==> config.mk <==
export PLATFORM = sky130hd
export DESIGN_NAME = sfx_irq_ctrl
export DESIGN_NICKNAME = d
export VERILOG_FILES = /design/src/rtl/sfx_pkg.sv /design/src/rtl/sfx_fifo.sv /design/src/rtl/sfx_interval_timer.sv /design/src/rtl/sfx_irq_core.sv /design/src/rtl/sfx_irq_ctrl.sv
export SDC_FILE = /design/constraint.sdc
export NUM_CORES = 1
export LEC_CHECK = 0
export ABC_AREA = 0
export BUFFER_PORTS_ARGS = -buffer_cell sky130_fd_sc_hd__buf_2
export CORE_MARGIN = 1
export CORE_UTILIZATION = 35
export DETAILED_ROUTE_END_ITERATION = 10
export GPL_TIMING_DRIVEN = 0
export PLACE_DENSITY_LB_ADDON = 0.05
export REMOVE_ABC_BUFFERS = 1
export SKIP_LAST_GASP = 1
export SYNTH_ARGS = -nofsm -noshare
export SYNTH_HDL_FRONTEND = slang
export SYNTH_HIERARCHICAL = 1
export SYNTH_SLANG_ARGS = --single-unit
==> constraint.sdc <==
create_clock -name clk -period 7.1 [get_ports clk]
set_input_delay 0 -clock clk [delete_from_list [all_inputs] [get_ports clk]]
set_output_delay 0 -clock clk [all_outputs]
set_load 0.05 [all_outputs]
==> src/rtl/sfx_pkg.sv <==
// Shared definitions for the serial FIFO extension interrupt controller.
// Assumes an 8-bit register bus and a 3-bit offset space.
package sfx_pkg;
    localparam int REG_W  = 8;
    localparam int ADDR_W = 3;

    // Register offsets of the byte window
    typedef enum logic [ADDR_W-1:0] {
        ADR_MODE     = 3'd0,
        ADR_IRQ_EN   = 3'd1,
        ADR_STATUS   = 3'd2,
        ADR_INTERVAL = 3'd3,
        ADR_TMR_CTL  = 3'd4,
        ADR_DATA     = 3'd5
    } sfx_addr_e;

    // Interrupt source index, equal to its bit in the enable register
    localparam int SRC_RX_HALF  = 0;
    localparam int SRC_TX_HALF  = 1;
    localparam int SRC_TX_EMPTY = 2;
    localparam int SRC_CHAR_TMO = 3;
    localparam int SRC_TIMER    = 4;
    localparam int NUM_SRC      = 5;

    // Mode register bit positions
    localparam int MODE_SWAP  = 0;
    localparam int MODE_EXT   = 2;
    localparam int MODE_FLOW  = 3;
    localparam int MODE_LEVEL = 4;

    typedef struct packed {
        logic level;
        logic flow;
        logic ext;
        logic swap;
    } sfx_mode_t;
endpackage

==> src/rtl/sfx_fifo.sv <==
// Byte FIFO with occupancy count and optional half swap of either index.
// Assumes DEPTH is a power of two and at least 2. Flush wins over push and
// pop in the same cycle. Push when full and pop when empty are dropped.
module sfx_fifo #(
    parameter int DEPTH = 16,
    parameter int W     = 8
) (
    input  logic                     clk,
    input  logic                     rst_n,
    input  logic                     flush,
    input  logic                     push,
    input  logic [W-1:0]             din,
    input  logic                     pop,
    input  logic                     wr_swap,
    input  logic                     rd_swap,
    output logic [W-1:0]             head,
    output logic [$clog2(DEPTH):0]   count
);
    localparam int AW = $clog2(DEPTH);
    localparam int CW = AW + 1;
    localparam logic [CW-1:0] CNT_FULL = CW'(DEPTH);
    localparam logic [AW-1:0] HALF_OFS = AW'(DEPTH / 2);

    logic [W-1:0]  mem [DEPTH];
    logic [AW-1:0] wr_ptr;
    logic [AW-1:0] rd_ptr;
    logic [AW-1:0] wr_idx;
    logic [AW-1:0] rd_idx;
    logic          push_ok;
    logic          pop_ok;

    assign push_ok = push && (count != CNT_FULL);
    assign pop_ok  = pop && (count != '0);
    assign wr_idx  = wr_ptr ^ (wr_swap ? HALF_OFS : '0);
    assign rd_idx  = rd_ptr ^ (rd_swap ? HALF_OFS : '0);
    assign head    = mem[rd_idx];

    // Pointer and occupancy bookkeeping
    always_ff @(posedge clk) begin
        if (!rst_n || flush) begin
            wr_ptr <= '0;
            rd_ptr <= '0;
            count  <= '0;
        end else begin
            if (push_ok) wr_ptr <= wr_ptr + 1'b1;
            if (pop_ok)  rd_ptr <= rd_ptr + 1'b1;
            case ({push_ok, pop_ok})
                2'b10:   count <= count + 1'b1;
                2'b01:   count <= count - 1'b1;
                default: count <= count;
            endcase
        end
    end

    // Storage write, no reset needed on data
    always_ff @(posedge clk) begin
        if (push_ok && !flush) mem[wr_idx] <= din;
    end
endmodule

==> src/rtl/sfx_interval_timer.sv <==
// Interval timer: a prescaler makes one tick every TICK_DIV cycles, and a
// down counter loaded with the interval expires after that many ticks.
// Expiry latches pend and reloads. Only a disabling control write clears
// pend. An interval of zero never expires.
module sfx_interval_timer #(
    parameter int TICK_DIV = 10000,
    parameter int VAL_W    = 8
) (
    input  logic             clk,
    input  logic             rst_n,
    input  logic             ctl_wr,
    input  logic             ctl_run,
    input  logic [VAL_W-1:0] interval,
    output logic             pend
);
    localparam int PW = (TICK_DIV > 1) ? $clog2(TICK_DIV) : 1;
    localparam logic [PW-1:0] PRE_LAST = PW'(TICK_DIV - 1);
    localparam logic [VAL_W-1:0] CNT_LAST = VAL_W'(1);

    logic             running;
    logic [PW-1:0]    pre;
    logic [VAL_W-1:0] remain;

    // Start, stop, prescale and count down
    always_ff @(posedge clk) begin
        if (!rst_n) begin
            running <= 1'b0;
            pre     <= '0;
            remain  <= '0;
            pend    <= 1'b0;
        end else if (ctl_wr) begin
            if (!ctl_run) begin
                running <= 1'b0;
                pend    <= 1'b0;
            end else if (!running) begin
                running <= 1'b1;
                pre     <= '0;
                remain  <= interval;
            end
        end else if (running) begin
            if (pre == PRE_LAST) begin
                pre <= '0;
                if (remain == CNT_LAST) begin
                    pend   <= 1'b1;
                    remain <= interval;
                end else if (remain != '0) begin
                    remain <= remain - 1'b1;
                end
            end else begin
                pre <= pre + 1'b1;
            end
        end
    end
endmodule

==> src/rtl/sfx_irq_core.sv <==
// Holds the latched interrupt sources, applies the enable mask and forms
// the level or edge interrupt output. Accepted push/pop strobes and the
// transmit count before the edge come from the top.
module sfx_irq_core
    import sfx_pkg::*;
#(
    parameter int CW   = 5,
    parameter int HALF = 8
) (
    input  logic               clk,
    input  logic               rst_n,
    input  logic [NUM_SRC-1:0] ie,
    input  logic               level,
    input  logic               stat_rd,
    input  logic               rx_pop_ok,
    input  logic               char_tmo_evt,
    input  logic               tx_pop_ok,
    input  logic               tx_push_ok,
    input  logic [CW-1:0]      tx_cnt,
    input  logic               rx_half,
    input  logic               tmr_pend,
    output logic               ctmo_pend,
    output logic               irq
);
    localparam logic [CW-1:0] CNT_ONE   = CW'(1);
    localparam logic [CW-1:0] CNT_HALF  = CW'(HALF);
    localparam logic [CW-1:0] CNT_BELOW = CW'(HALF - 1);

    logic               txe_pend;
    logic               txh_pend;
    logic [NUM_SRC-1:0] src;
    logic [NUM_SRC-1:0] gated;
    logic               req;
    logic               req_q;

    // Character timeout: event sets, status or data read clears
    always_ff @(posedge clk) begin
        if (!rst_n)                     ctmo_pend <= 1'b0;
        else if (char_tmo_evt)          ctmo_pend <= 1'b1;
        else if (stat_rd || rx_pop_ok)  ctmo_pend <= 1'b0;
    end

    // Transmit empty: last byte popped sets, write or status read clears
    always_ff @(posedge clk) begin
        if (!rst_n)
            txe_pend <= 1'b0;
        else if (tx_pop_ok && !tx_push_ok && tx_cnt == CNT_ONE)
            txe_pend <= 1'b1;
        else if (tx_push_ok || stat_rd)
            txe_pend <= 1'b0;
    end

    // Transmit half-full: drop below half sets, refill or status read clears
    always_ff @(posedge clk) begin
        if (!rst_n)
            txh_pend <= 1'b0;
        else if (tx_pop_ok && !tx_push_ok && tx_cnt == CNT_HALF)
            txh_pend <= 1'b1;
        else if ((tx_push_ok && !tx_pop_ok && tx_cnt == CNT_BELOW) || stat_rd)
            txh_pend <= 1'b0;
    end

    always_comb begin
        src               = '0;
        src[SRC_RX_HALF]  = rx_half;
        src[SRC_TX_HALF]  = txh_pend;
        src[SRC_TX_EMPTY] = txe_pend;
        src[SRC_CHAR_TMO] = ctmo_pend;
        src[SRC_TIMER]    = tmr_pend;
    end

    for (genvar g = 0; g < NUM_SRC; g++) begin : g_mask
        assign gated[g] = src[g] & ie[g];
    end

    assign req = |gated;

    // Previous request, for rising-edge detection
    always_ff @(posedge clk) begin
        if (!rst_n) req_q <= 1'b0;
        else        req_q <= req;
    end

    assign irq = level ? req : (req & ~req_q);
endmodule

==> src/rtl/sfx_irq_ctrl.sv <==
// Top of the serial FIFO extension interrupt controller. It decodes the
// byte register window, holds the mode, enable and interval registers,
// instances both FIFOs, the interval timer and the interrupt core.
// Assumes one bus access per cycle, signalled by bus_sel.
module sfx_irq_ctrl
    import sfx_pkg::*;
#(
    parameter int FIFO_DEPTH = 16,
    parameter int TICK_DIV   = 10000
) (
    input  logic              clk,
    input  logic              rst_n,
    input  logic              bus_sel,
    input  logic              bus_wr,
    input  logic [ADDR_W-1:0] bus_addr,
    input  logic [REG_W-1:0]  bus_wdata,
    output logic [REG_W-1:0]  bus_rdata,
    input  logic              uart_rx_push,
    input  logic [REG_W-1:0]  uart_rx_data,
    input  logic              uart_tx_pop,
    output logic [REG_W-1:0]  uart_tx_data,
    output logic              uart_tx_avail,
    input  logic              char_tmo_evt,
    output logic              irq,
    output logic              flow_ctl_en,
    output logic              ext_fifo_en
);
    localparam int CW   = $clog2(FIFO_DEPTH) + 1;
    localparam int HALF = FIFO_DEPTH / 2;
    localparam logic [CW-1:0] CNT_FULL = CW'(FIFO_DEPTH);
    localparam logic [CW-1:0] CNT_HALF = CW'(HALF);

    sfx_mode_t          mode_q;
    logic [NUM_SRC-1:0] ie_q;
    logic [REG_W-1:0]   intv_q;

    logic rd_acc, wr_acc;
    logic stat_rd, data_rd, data_wr, mode_wr, ie_wr, intv_wr, tcr_wr, frr_wr;
    logic rx_flush, tx_flush;

    logic [REG_W-1:0] rx_head;
    logic [CW-1:0]    rx_cnt, tx_cnt;
    logic rx_full, rx_half, rx_empty, tx_full, tx_half, tx_empty;
    logic rx_pop_ok, tx_pop_ok, tx_push_ok;
    logic tmr_pend, ctmo_pend;

    // Access decode
    assign rd_acc   = bus_sel && !bus_wr;
    assign wr_acc   = bus_sel && bus_wr;
    assign stat_rd  = rd_acc && (bus_addr == ADR_STATUS);
    assign data_rd  = rd_acc && (bus_addr == ADR_DATA);
    assign data_wr  = wr_acc && (bus_addr == ADR_DATA);
    assign mode_wr  = wr_acc && (bus_addr == ADR_MODE);
    assign ie_wr    = wr_acc && (bus_addr == ADR_IRQ_EN);
    assign intv_wr  = wr_acc && (bus_addr == ADR_INTERVAL);
    assign tcr_wr   = wr_acc && (bus_addr == ADR_TMR_CTL);
    assign frr_wr   = wr_acc && (bus_addr == ADR_STATUS);
    assign rx_flush = frr_wr && bus_wdata[0];
    assign tx_flush = frr_wr && bus_wdata[1];

    // FIFO level flags
    assign rx_full  = (rx_cnt == CNT_FULL);
    assign rx_half  = (rx_cnt >= CNT_HALF);
    assign rx_empty = (rx_cnt == '0);
    assign tx_full  = (tx_cnt == CNT_FULL);
    assign tx_half  = (tx_cnt >= CNT_HALF);
    assign tx_empty = (tx_cnt == '0);

    assign rx_pop_ok  = data_rd && !rx_empty;
    assign tx_push_ok = data_wr && !tx_full;
    assign tx_pop_ok  = uart_tx_pop && !tx_empty;

    // Mode, enable and interval registers
    always_ff @(posedge clk) begin
        if (!rst_n) begin
            mode_q <= '{level: 1'b0, flow: 1'b0, ext: 1'b1, swap: 1'b0};
            ie_q   <= '0;
            intv_q <= '0;
        end else begin
            if (mode_wr) begin
                mode_q.level <= bus_wdata[MODE_LEVEL];
                mode_q.flow  <= bus_wdata[MODE_FLOW];
                mode_q.ext   <= bus_wdata[MODE_EXT];
                mode_q.swap  <= bus_wdata[MODE_SWAP];
            end
            if (ie_wr)   ie_q   <= bus_wdata[NUM_SRC-1:0];
            if (intv_wr) intv_q <= bus_wdata;
        end
    end

    // Read data multiplexer
    always_comb begin
        bus_rdata = '0;
        case (bus_addr)
            ADR_MODE: begin
                bus_rdata[MODE_LEVEL] = mode_q.level;
                bus_rdata[MODE_FLOW]  = mode_q.flow;
                bus_rdata[MODE_EXT]   = mode_q.ext;
                bus_rdata[MODE_SWAP]  = mode_q.swap;
            end
            ADR_IRQ_EN:   bus_rdata[NUM_SRC-1:0] = ie_q;
            ADR_STATUS:   bus_rdata = {tmr_pend, ctmo_pend, ~rx_full, rx_half,
                                       rx_empty, tx_full, tx_half, tx_empty};
            ADR_INTERVAL: bus_rdata = intv_q;
            ADR_DATA:     bus_rdata = rx_head;
            default:      bus_rdata = '0;
        endcase
    end

    assign flow_ctl_en   = mode_q.flow;
    assign ext_fifo_en   = mode_q.ext;
    assign uart_tx_avail = !tx_empty;

    sfx_fifo #(.DEPTH(FIFO_DEPTH), .W(REG_W)) u_rx_fifo (
        .clk     (clk),
        .rst_n   (rst_n),
        .flush   (rx_flush),
        .push    (uart_rx_push),
        .din     (uart_rx_data),
        .pop     (data_rd),
        .wr_swap (1'b0),
        .rd_swap (mode_q.swap),
        .head    (rx_head),
        .count   (rx_cnt)
    );

    sfx_fifo #(.DEPTH(FIFO_DEPTH), .W(REG_W)) u_tx_fifo (
        .clk     (clk),
        .rst_n   (rst_n),
        .flush   (tx_flush),
        .push    (data_wr),
        .din     (bus_wdata),
        .pop     (uart_tx_pop),
        .wr_swap (mode_q.swap),
        .rd_swap (1'b0),
        .head    (uart_tx_data),
        .count   (tx_cnt)
    );

    sfx_interval_timer #(.TICK_DIV(TICK_DIV), .VAL_W(REG_W)) u_timer (
        .clk      (clk),
        .rst_n    (rst_n),
        .ctl_wr   (tcr_wr),
        .ctl_run  (bus_wdata[0]),
        .interval (intv_q),
        .pend     (tmr_pend)
    );

    sfx_irq_core #(.CW(CW), .HALF(HALF)) u_core (
        .clk          (clk),
        .rst_n        (rst_n),
        .ie           (ie_q),
        .level        (mode_q.level),
        .stat_rd      (stat_rd),
        .rx_pop_ok    (rx_pop_ok),
        .char_tmo_evt (char_tmo_evt),
        .tx_pop_ok    (tx_pop_ok),
        .tx_push_ok   (tx_push_ok),
        .tx_cnt       (tx_cnt),
        .rx_half      (rx_half),
        .tmr_pend     (tmr_pend),
        .ctmo_pend    (ctmo_pend),
        .irq          (irq)
    );
endmodule

==> results of run 1 <==
## power breakdown
part / total, mW / switching (mW) / leakage [nW] / internal, mW
sequential: 2.09 / 0.0151 / 2.88 / 2.08
clock: 1.95 / 0.791 / 0.591 / 1.16
combinational: 0.225 / 0.148 / 1.97 / 0.0766
## metal layers
layer	vias to the layer above	global-route usage, %	share of wire [%]
met2	162	23.0	41
met1	4424	26.3	53
met5	-	0	0.035
li1	4185	-	-
met4	2	4.39	2.0
met3	52	3.03	4.2
## what timing repair did
| item | in CTS | in global routing |
|---|---|---|
| endpoints found under the hold margin | 286 | 0 |
| hold buffers | 23 | 0 |
| resized for setup | 0 | 0 |
| buffers inserted | 0 | 0 |
## cell type report
class | count | area (sq um) | area share, %
inverters | 29 | 109 | 0.650
flip-flops and latches | 327 | 9120 | 54.5
multi-input cells | 644 | 5080 | 30.4
clock buffers | 53 | 1020 | 6.08
well taps | 532 | 666 | 3.98
clock inverters | 15 | 220 | 1.32
repair buffers | 71 | 522 | 3.12
## synthesized netlist by cell type (11+ instances only)
master | n | area [sq um]
nor2b_1 | 24 | 150
nand2_1 | 50 | 188
mux2i_1 | 50 | 500
and3_1 | 12 | 75.1
o21ai_0 | 47 | 235
a211oi_1 | 17 | 128
nor2_1 | 66 | 248
inv_1 | 28 | 105
a22oi_1 | 12 | 90.1
xor2_1 | 17 | 149
mux4_2 | 32 | 721
nor3_1 | 11 | 55.1
edfxtp_1 | 256 | 7690
nand3_1 | 28 | 140
clkbuf_1 | 23 | 86.3
a21oi_1 | 27 | 135
a311oi_1 | 18 | 158
dfxtp_1 | 71 | 1420
ha_1 | 22 | 275
mux2_2 | 14 | 158
nand2b_1 | 11 | 68.8
## worst min-delay path, cell delays in order
cell and delay [ns]:
buf_2 0.24, nor2_2 0.16, nand3_1 0.11, a21boi_1 0.06
## layout by cell type (no fill, tap or decap), types with 5 or more instances in the layout
| cell type | netlist | routed |
|---|---|---|
| a211oi_1 | 17 | 17 |
| a21boi_0 | 8 | 8 |
| a21boi_1 | 8 | 8 |
| a21oi_1 | 27 | 27 |
| a22oi_1 | 12 | 12 |
| a311oi_1 | 18 | 18 |
| a31oi_1 | 7 | 7 |
| and2_1 | 9 | 9 |
| and3_1 | 12 | 12 |
| buf_2 | 10 | 45 |
| clkbuf_1 | 23 | 14 |
| clkbuf_16 | 0 | 38 |
| dfxtp_1 | 71 | 67 |
| dlygate4sd3_1 | 0 | 23 |
| edfxtp_1 | 256 | 256 |
| ha_1 | 22 | 22 |
| inv_1 | 28 | 28 |
| mux2_2 | 14 | 14 |
| mux2i_1 | 50 | 50 |
| mux4_2 | 32 | 32 |
| nand2_1 | 50 | 50 |
| nand2_2 | 5 | 5 |
| nand2b_1 | 11 | 11 |
| nand3_1 | 28 | 28 |
| nor2_1 | 66 | 66 |
| nor2b_1 | 24 | 24 |
| nor3_1 | 11 | 11 |
| nor3b_1 | 7 | 7 |
| nor4_1 | 9 | 9 |
| o2111ai_1 | 7 | 7 |
| o21a_1 | 5 | 5 |
| o21ai_0 | 47 | 47 |
| o32ai_1 | 6 | 6 |
| or3_1 | 7 | 7 |
| xnor2_1 | 9 | 8 |
| xor2_1 | 17 | 17 |
## per-stage QoR
step	hold slack [ns]	instance area (sq um)	util (%)
after floorplan	0.0718	14300	-
after global placement	0.227	15200	37.0
after detailed placement	0.231	15300	37.2
after CTS	0.0236	16700	40.8
after global routing	0.0980	16700	40.8
final	0.0684	16700	40.8
## worst paths after layout
path | startpoint | slack [ns] | endpoint | cells after the start
max reg2reg | u_tx_fifo/count[0]$_SDFFE_PP0P_ | 4.07 | u_tx_fifo/count[4]$_SDFFE_PP0P_ | 10
min | bus_addr[2] | 0.07 | ie_q[1]$_SDFFE_PN0P_ | 4
max | u_tx_fifo/rd_ptr[2]$_SDFFE_PP0P_ | 3.55 | uart_tx_data[3] | 6
min reg2reg | u_timer/remain[7]$_SDFFE_PN0P_ | 0.49 | u_timer/remain[7]$_SDFFE_PN0P_ | 2
## kinds of logic (layout without fill, tap and decap cells)
group / count (synthesis) / count (layout)
AOI/OAI and AO/OA: 205 / 205
xor gates and xnor gates: 26 / 26
adders and majority gates: 24 / 24
buffers and inverters: 83 / 168
DFF: 327 / 327
muxes: 99 / 99
other: 1 / 4
and+or+nand+nor: 286 / 286
## sequential cells by signal, summed over array words and instances (netlist names), 2 cells and up
name	cells
u_tx_fifo/count	5
u_timer/pre	14
u_tx_fifo/wr_ptr	4
u_rx_fifo/mem	128
intv_q	8
mode_q	2
ie_q	5
u_timer/remain	8
u_tx_fifo/rd_ptr	4
u_rx_fifo/wr_ptr	4
u_tx_fifo/mem	128
u_rx_fifo/count	5
u_rx_fifo/rd_ptr	4
==> impl_metrics.py, run 1 <==
metrics = {
    "sta": {
        "worst_pin_slew_ns": 1.32,
        "fin_worst_skew_ns": 0.0303,
        "rsz0062_at_grt": "no",
        "max_slew_margin_pct": 12.0,
        "fmax_ghz": 0.282,
        "drv_slew": 0,
        "setup_ws_ns": 3.55,
        "tns_ns": 0,
        "fin_crit_sh_pct": 50.0,
        "min_period_ns": 3.55,
        "finalHoldViolCount": 0,
        "finalSetupViolations": 0,
    },
    "min_path": {
        "holdCritPathClass": "input port to flip-flop",
    },
    "power_and_ir_drop": {
        "p_total_mw": 4.27,
        "powerDensity_nw_per_um2": 255,
        "p_leak_nw": 5.44,
        "peakVddDrop_uv": 176,
    },
    "route": {
        "first_pass_iters": 8,
        "avgRoutedWirePerCell_um": 20.7,
        "drt_wl_total_mm": 34.5,
        "drc": 2,
        "ant_nets": 0,
        "viasPerCell": 5.28,
        "drt_first_iter_violations": 622,
        "num_vias": 8825,
    },
    "logic_synthesis": {
        "synth_top_family_by_area": "simple AND/OR/NAND/NOR gates",
        "ys_warn_count": 6,
        "ys_async_sr_fraction_pct": 0,
        "synth-compound-area-share_pct": 10.2,
        "synthAdderAreaFrac_pct": 2.16,
        "synth-edff-count": 256,
        "synth-simple-area-share_pct": 11.1,
        "synthXorXnorAreaFrac_pct": 1.56,
        "synth_cell_type_count": 94,
        "yosysSeqAreaShare_pct": 62.4,
        "avgSynthCellArea_sq_um": 13.9,
        "synthesis.area_sq_um": 14600,
        "ys_ff_latch": 327,
        "synthMuxAreaShare_pct": 9.67,
        "netlist_instances": 1051,
        "synthFlopType": "edfxtp_1",
    },
    "grt": {
        "grt_max_degree": 53,
        "grt_use_total_pct": 16.7,
        "overflow": 0,
        "grt_pass1_wl_mm": 52.7,
        "grt_antenna_before_repair": 1,
        "grt_pass1_vias": 8523,
    },
    "final_layout": {
        "finalNonFillerCells": 1671,
        "area_delta_synth_final_pct": 14.6,
        "fillers": 3859,
        "drive_gt1_share_pct": 16.8,
        "antenna_cells": 0,
        "nNetsFinal": 1161,
    },
    "cts": {
        "clk_latency_ns": 0.57,
        "numCtsBuffers": 38,
        "cts_max_level": 2,
        "clock_sinks": 327,
        "cts_buffer_depth": 3,
        "clkTransAtPathRegs_ns": 0.06,
        "cts_tree": "built",
        "cts_root_buf": "clkbuf_16",
    },
    "worst_setup_path": {
        "critPathLaunchType": "flip-flop",
        "worst_path_max_delay_cell": "dfxtp_1",
        "path_buf_inv": 1,
        "cpPeakStageDelay_ns": 1.15,
        "critPathMaxFanout": 29,
        "path_cells": "nand2b_1, a211oi_1, a311oi_1, nor3b_1, a21oi_1, buf_2",
        "cp.required_ns": 7.10,
        "critPathKind": "flip-flop to primary output",
        "setup.worst_path.end_class": "primary output",
        "cp_top_family": "flip-flops",
        "arrival_ns": 3.55,
    },
    "floorplanning": {
        "die-area_sq_um": 42600,
        "die_x_um": 206,
        "core_area_sq_um": 41000,
        "die_height_um": 206,
        "initial_core_util_pct": 35.6,
        "rows": 74,
        "io_pins": 46,
    },
    "run_status": {
        "outcome": "finished with violations",
        "violations": "design-rule violations",
    },
    "placed_design": {
        "port-buffer-count": 45,
        "dpl.cell_count": 1580,
        "dp_slack_ns": 4.05,
        "dp_hpwl_mm": 23.1,
        "gp_congestion": 0.751,
    },
    "job": {
        "maxCapViolCount": 0,
    },
}
Power figures use the tool's default switching activity.
==> run 2, diff against run 1 <==
==> constraint.sdc (replaced) <==
create_clock -name clk -period 3.4 [get_ports clk]
set_input_delay 0 -clock clk [delete_from_list [all_inputs] [get_ports clk]]
set_output_delay 0 -clock clk [all_outputs]
set_load 0.05 [all_outputs]
==> run 2 against run 1 <==
The flow still finishes with violations (design-rule violations). Setup slack worse by 3.4 ns. First-iteration DRC count grew 8.7%. Clock skew about the same. Non-clock buffer count rose by 1. Clock power rose by 110%. Clock-buffer cell count is the same. Combinational power is 110% higher. Critical path type unchanged. Cell count about the same.
==> impl_metrics.py, run 2 (same netlist as run 1, synthesis figures left out) <==
metrics = {
    "sta": {
        "rsz0062_at_grt": "yes",
        "setup_ws_ns": 0.183,
        "finalHoldViolCount": 0,
        "drv_slew": 0,
        "fin_worst_skew_ns": 0.0301,
        "min_period_ns": 3.22,
        "fmax_ghz": 0.311,
        "finalSetupViolations": 0,
        "fin_crit_sh_pct": 94.6,
        "worst_pin_slew_ns": 1.34,
        "max_slew_margin_pct": 10.7,
    },
    "placed_design": {
        "gp_congestion": 0.751,
        "dp_hpwl_mm": 23.1,
        "dp_slack_ns": 0.354,
        "port-buffer-count": 45,
    },
    "floorplanning": {
        "die_x_um": 206,
        "initial_core_util_pct": 35.6,
        "io_pins": 46,
        "die_height_um": 206,
        "die-area_sq_um": 42600,
        "core_area_sq_um": 41000,
        "rows": 74,
    },
    "min_path": {
        "holdPathEnd": "ie_q[3]$_SDFFE_PN0P_",
        "holdCritPathClass": "input port to flip-flop",
        "hold_depth": 4,
        "hold_start": "bus_addr[2]",
    },
    "final_layout": {
        "fillers": 3859,
        "area_delta_synth_final_pct": 14.7,
        "final_common_cell": "edfxtp_1",
        "final_cell_mix": "256 x edfxtp_1, 66 x nor2_1, 65 x dfxtp_1",
        "final_util_pct": 40.9,
        "drive_gt1_share_pct": 17.0,
        "antenna_cells": 0,
        "nNetsFinal": 1162,
        "top_regs": "u_rx_fifo/mem (128), u_tx_fifo/mem (128), u_timer/pre (14)",
    },
    "cts": {
        "clk_latency_ns": 0.57,
        "numCtsBuffers": 38,
        "clkTransAtPathRegs_ns": 0.06,
        "cts_tree": "built",
        "cts_buffer_depth": 3,
        "cts_max_level": 2,
        "clock_sinks": 327,
        "cts_root_buf": "clkbuf_16",
    },
    "job": {
        "maxCapViolCount": 0,
    },
    "grt": {
        "grt_pass1_wl_mm": 52.7,
        "grt_use_total_pct": 16.7,
        "grt_pass1_vias": 8530,
        "grt_max_degree": 53,
        "overflow": 0,
        "grt_antenna_before_repair": 1,
    },
    "worst_setup_path": {
        "critPathKind": "flip-flop to primary output",
        "cp.required_ns": 3.40,
        "r2r-end": "u_tx_fifo/count[4]$_SDFFE_PP0P_",
        "arrival_ns": 3.22,
        "critPathLaunchType": "flip-flop",
        "setup.worst_path.end_class": "primary output",
        "ff2ff_path_depth": 10,
        "critPathMaxFanout": 30,
        "r2r_slack_ns": 0.37,
        "r2r_start": "u_tx_fifo/count[0]$_SDFFE_PP0P_",
    },
    "route": {
        "viasPerCell": 5.29,
        "drt_wl_total_mm": 34.7,
        "avgRoutedWirePerCell_um": 20.7,
        "drc": 2,
        "ant_nets": 0,
        "num_vias": 8850,
        "first_pass_iters": 8,
        "drt_first_iter_violations": 676,
    },
    "power_and_ir_drop": {
        "p_total_mw": 8.92,
        "p_leak_nw": 5.45,
        "powerDensity_nw_per_um2": 532,
        "peakVddDrop_uv": 368,
    },
    "run_status": {
        "outcome": "finished with violations",
        "violations": "design-rule violations",
    },
}
run 2: changes by cell type in the layout (fill, tap and decap cells not counted), sizes merged:
cell	before	now
buf	48	49
run 2: critical path, cell delays in order, from the launching register on:
cell and delay, ns:
dfxtp_4 0.54, buf_16 0.27, mux4_2 0.56, a311oi_1 0.27
a21oi_1 0.09, and3b_1 0.19, o21ai_1 0.24, o221ai_1 0.21
buf_2 0.26
run 2: how the worst max path moves through the flow:
stage	startpoint	to	slack, ns
5_1_grt	u_rx_fifo/rd_ptr[0]$_SDFFE_PP0P_	bus_rdata[3]	-0.005
3_5_place_dp	u_tx_fifo/count[0]$_SDFFE_PP0P_	u_tx_fifo/count[4]$_SDFFE_PP0P_	0.35
3_3_place_gp	u_rx_fifo/rd_ptr[0]$_SDFFE_PP0P_	bus_rdata[3]	-1.26
2_1_floorplan	u_rx_fifo/rd_ptr[0]$_SDFFE_PP0P_	bus_rdata[3]	-0.08
6_report	u_rx_fifo/rd_ptr[0]$_SDFFE_PP0P_	bus_rdata[3]	0.18
4_1_cts	u_rx_fifo/rd_ptr[1]$_SDFFE_PP0P_	bus_rdata[4]	0.04
run 2: layout make-up:
| cell class | count | area, sq um | area share (%) |
|---|---|---|---|
| multi-input cells | 644 | 5080 | 30.3 |
| repair buffers | 72 | 537 | 3.20 |
| clock inverters | 15 | 220 | 1.31 |
| clock buffers | 53 | 1020 | 6.07 |
| flip-flops and latches | 327 | 9130 | 54.5 |
| inverters | 29 | 109 | 0.650 |
| well taps | 532 | 666 | 3.97 |
run 2: metal layers:
| metal | GRT usage [%] | up-vias | wire length (um) |
|---|---|---|---|
| li1 | - | 4185 | - |
| met1 | 26.3 | 4458 | 18200 |
| met2 | 23.0 | 155 | 14300 |
| met3 | 3.03 | 50 | 1500 |
| met4 | 4.39 | 2 | 677 |
| met5 | 0 | - | 12 |
run 2: power breakdown:
group          internal (mW)  switching (mW)
logic                  0.160           0.312
clock network           2.42            1.65
registers               4.34          0.0311
total                   6.92            2.00
run 2: per-stage QoR:
step	hold WS, ns	TNS (ns)	instances	area, sq um
3_3_place_gp	0.227	-16.48	1577	15200
3_5_place_dp	0.231	0	1580	15300
4_1_cts	0.0236	0	1671	16700
5_1_grt	0.0980	-0.00486	1672	16800
6_report	0.0717	0	1672	16800
2_1_floorplan	0.0718	-0.176	1000	14300
run 2: timing repair:
item | 4_1_cts | 5_1_grt
pin swaps | 0 | 0
buffers inserted | 0 | 1
endpoints found under the setup margin | 9 | 2
gates resized for setup | 3 | 1
endpoints found under the hold margin | 286 | 0
hold buffers | 23 | 0
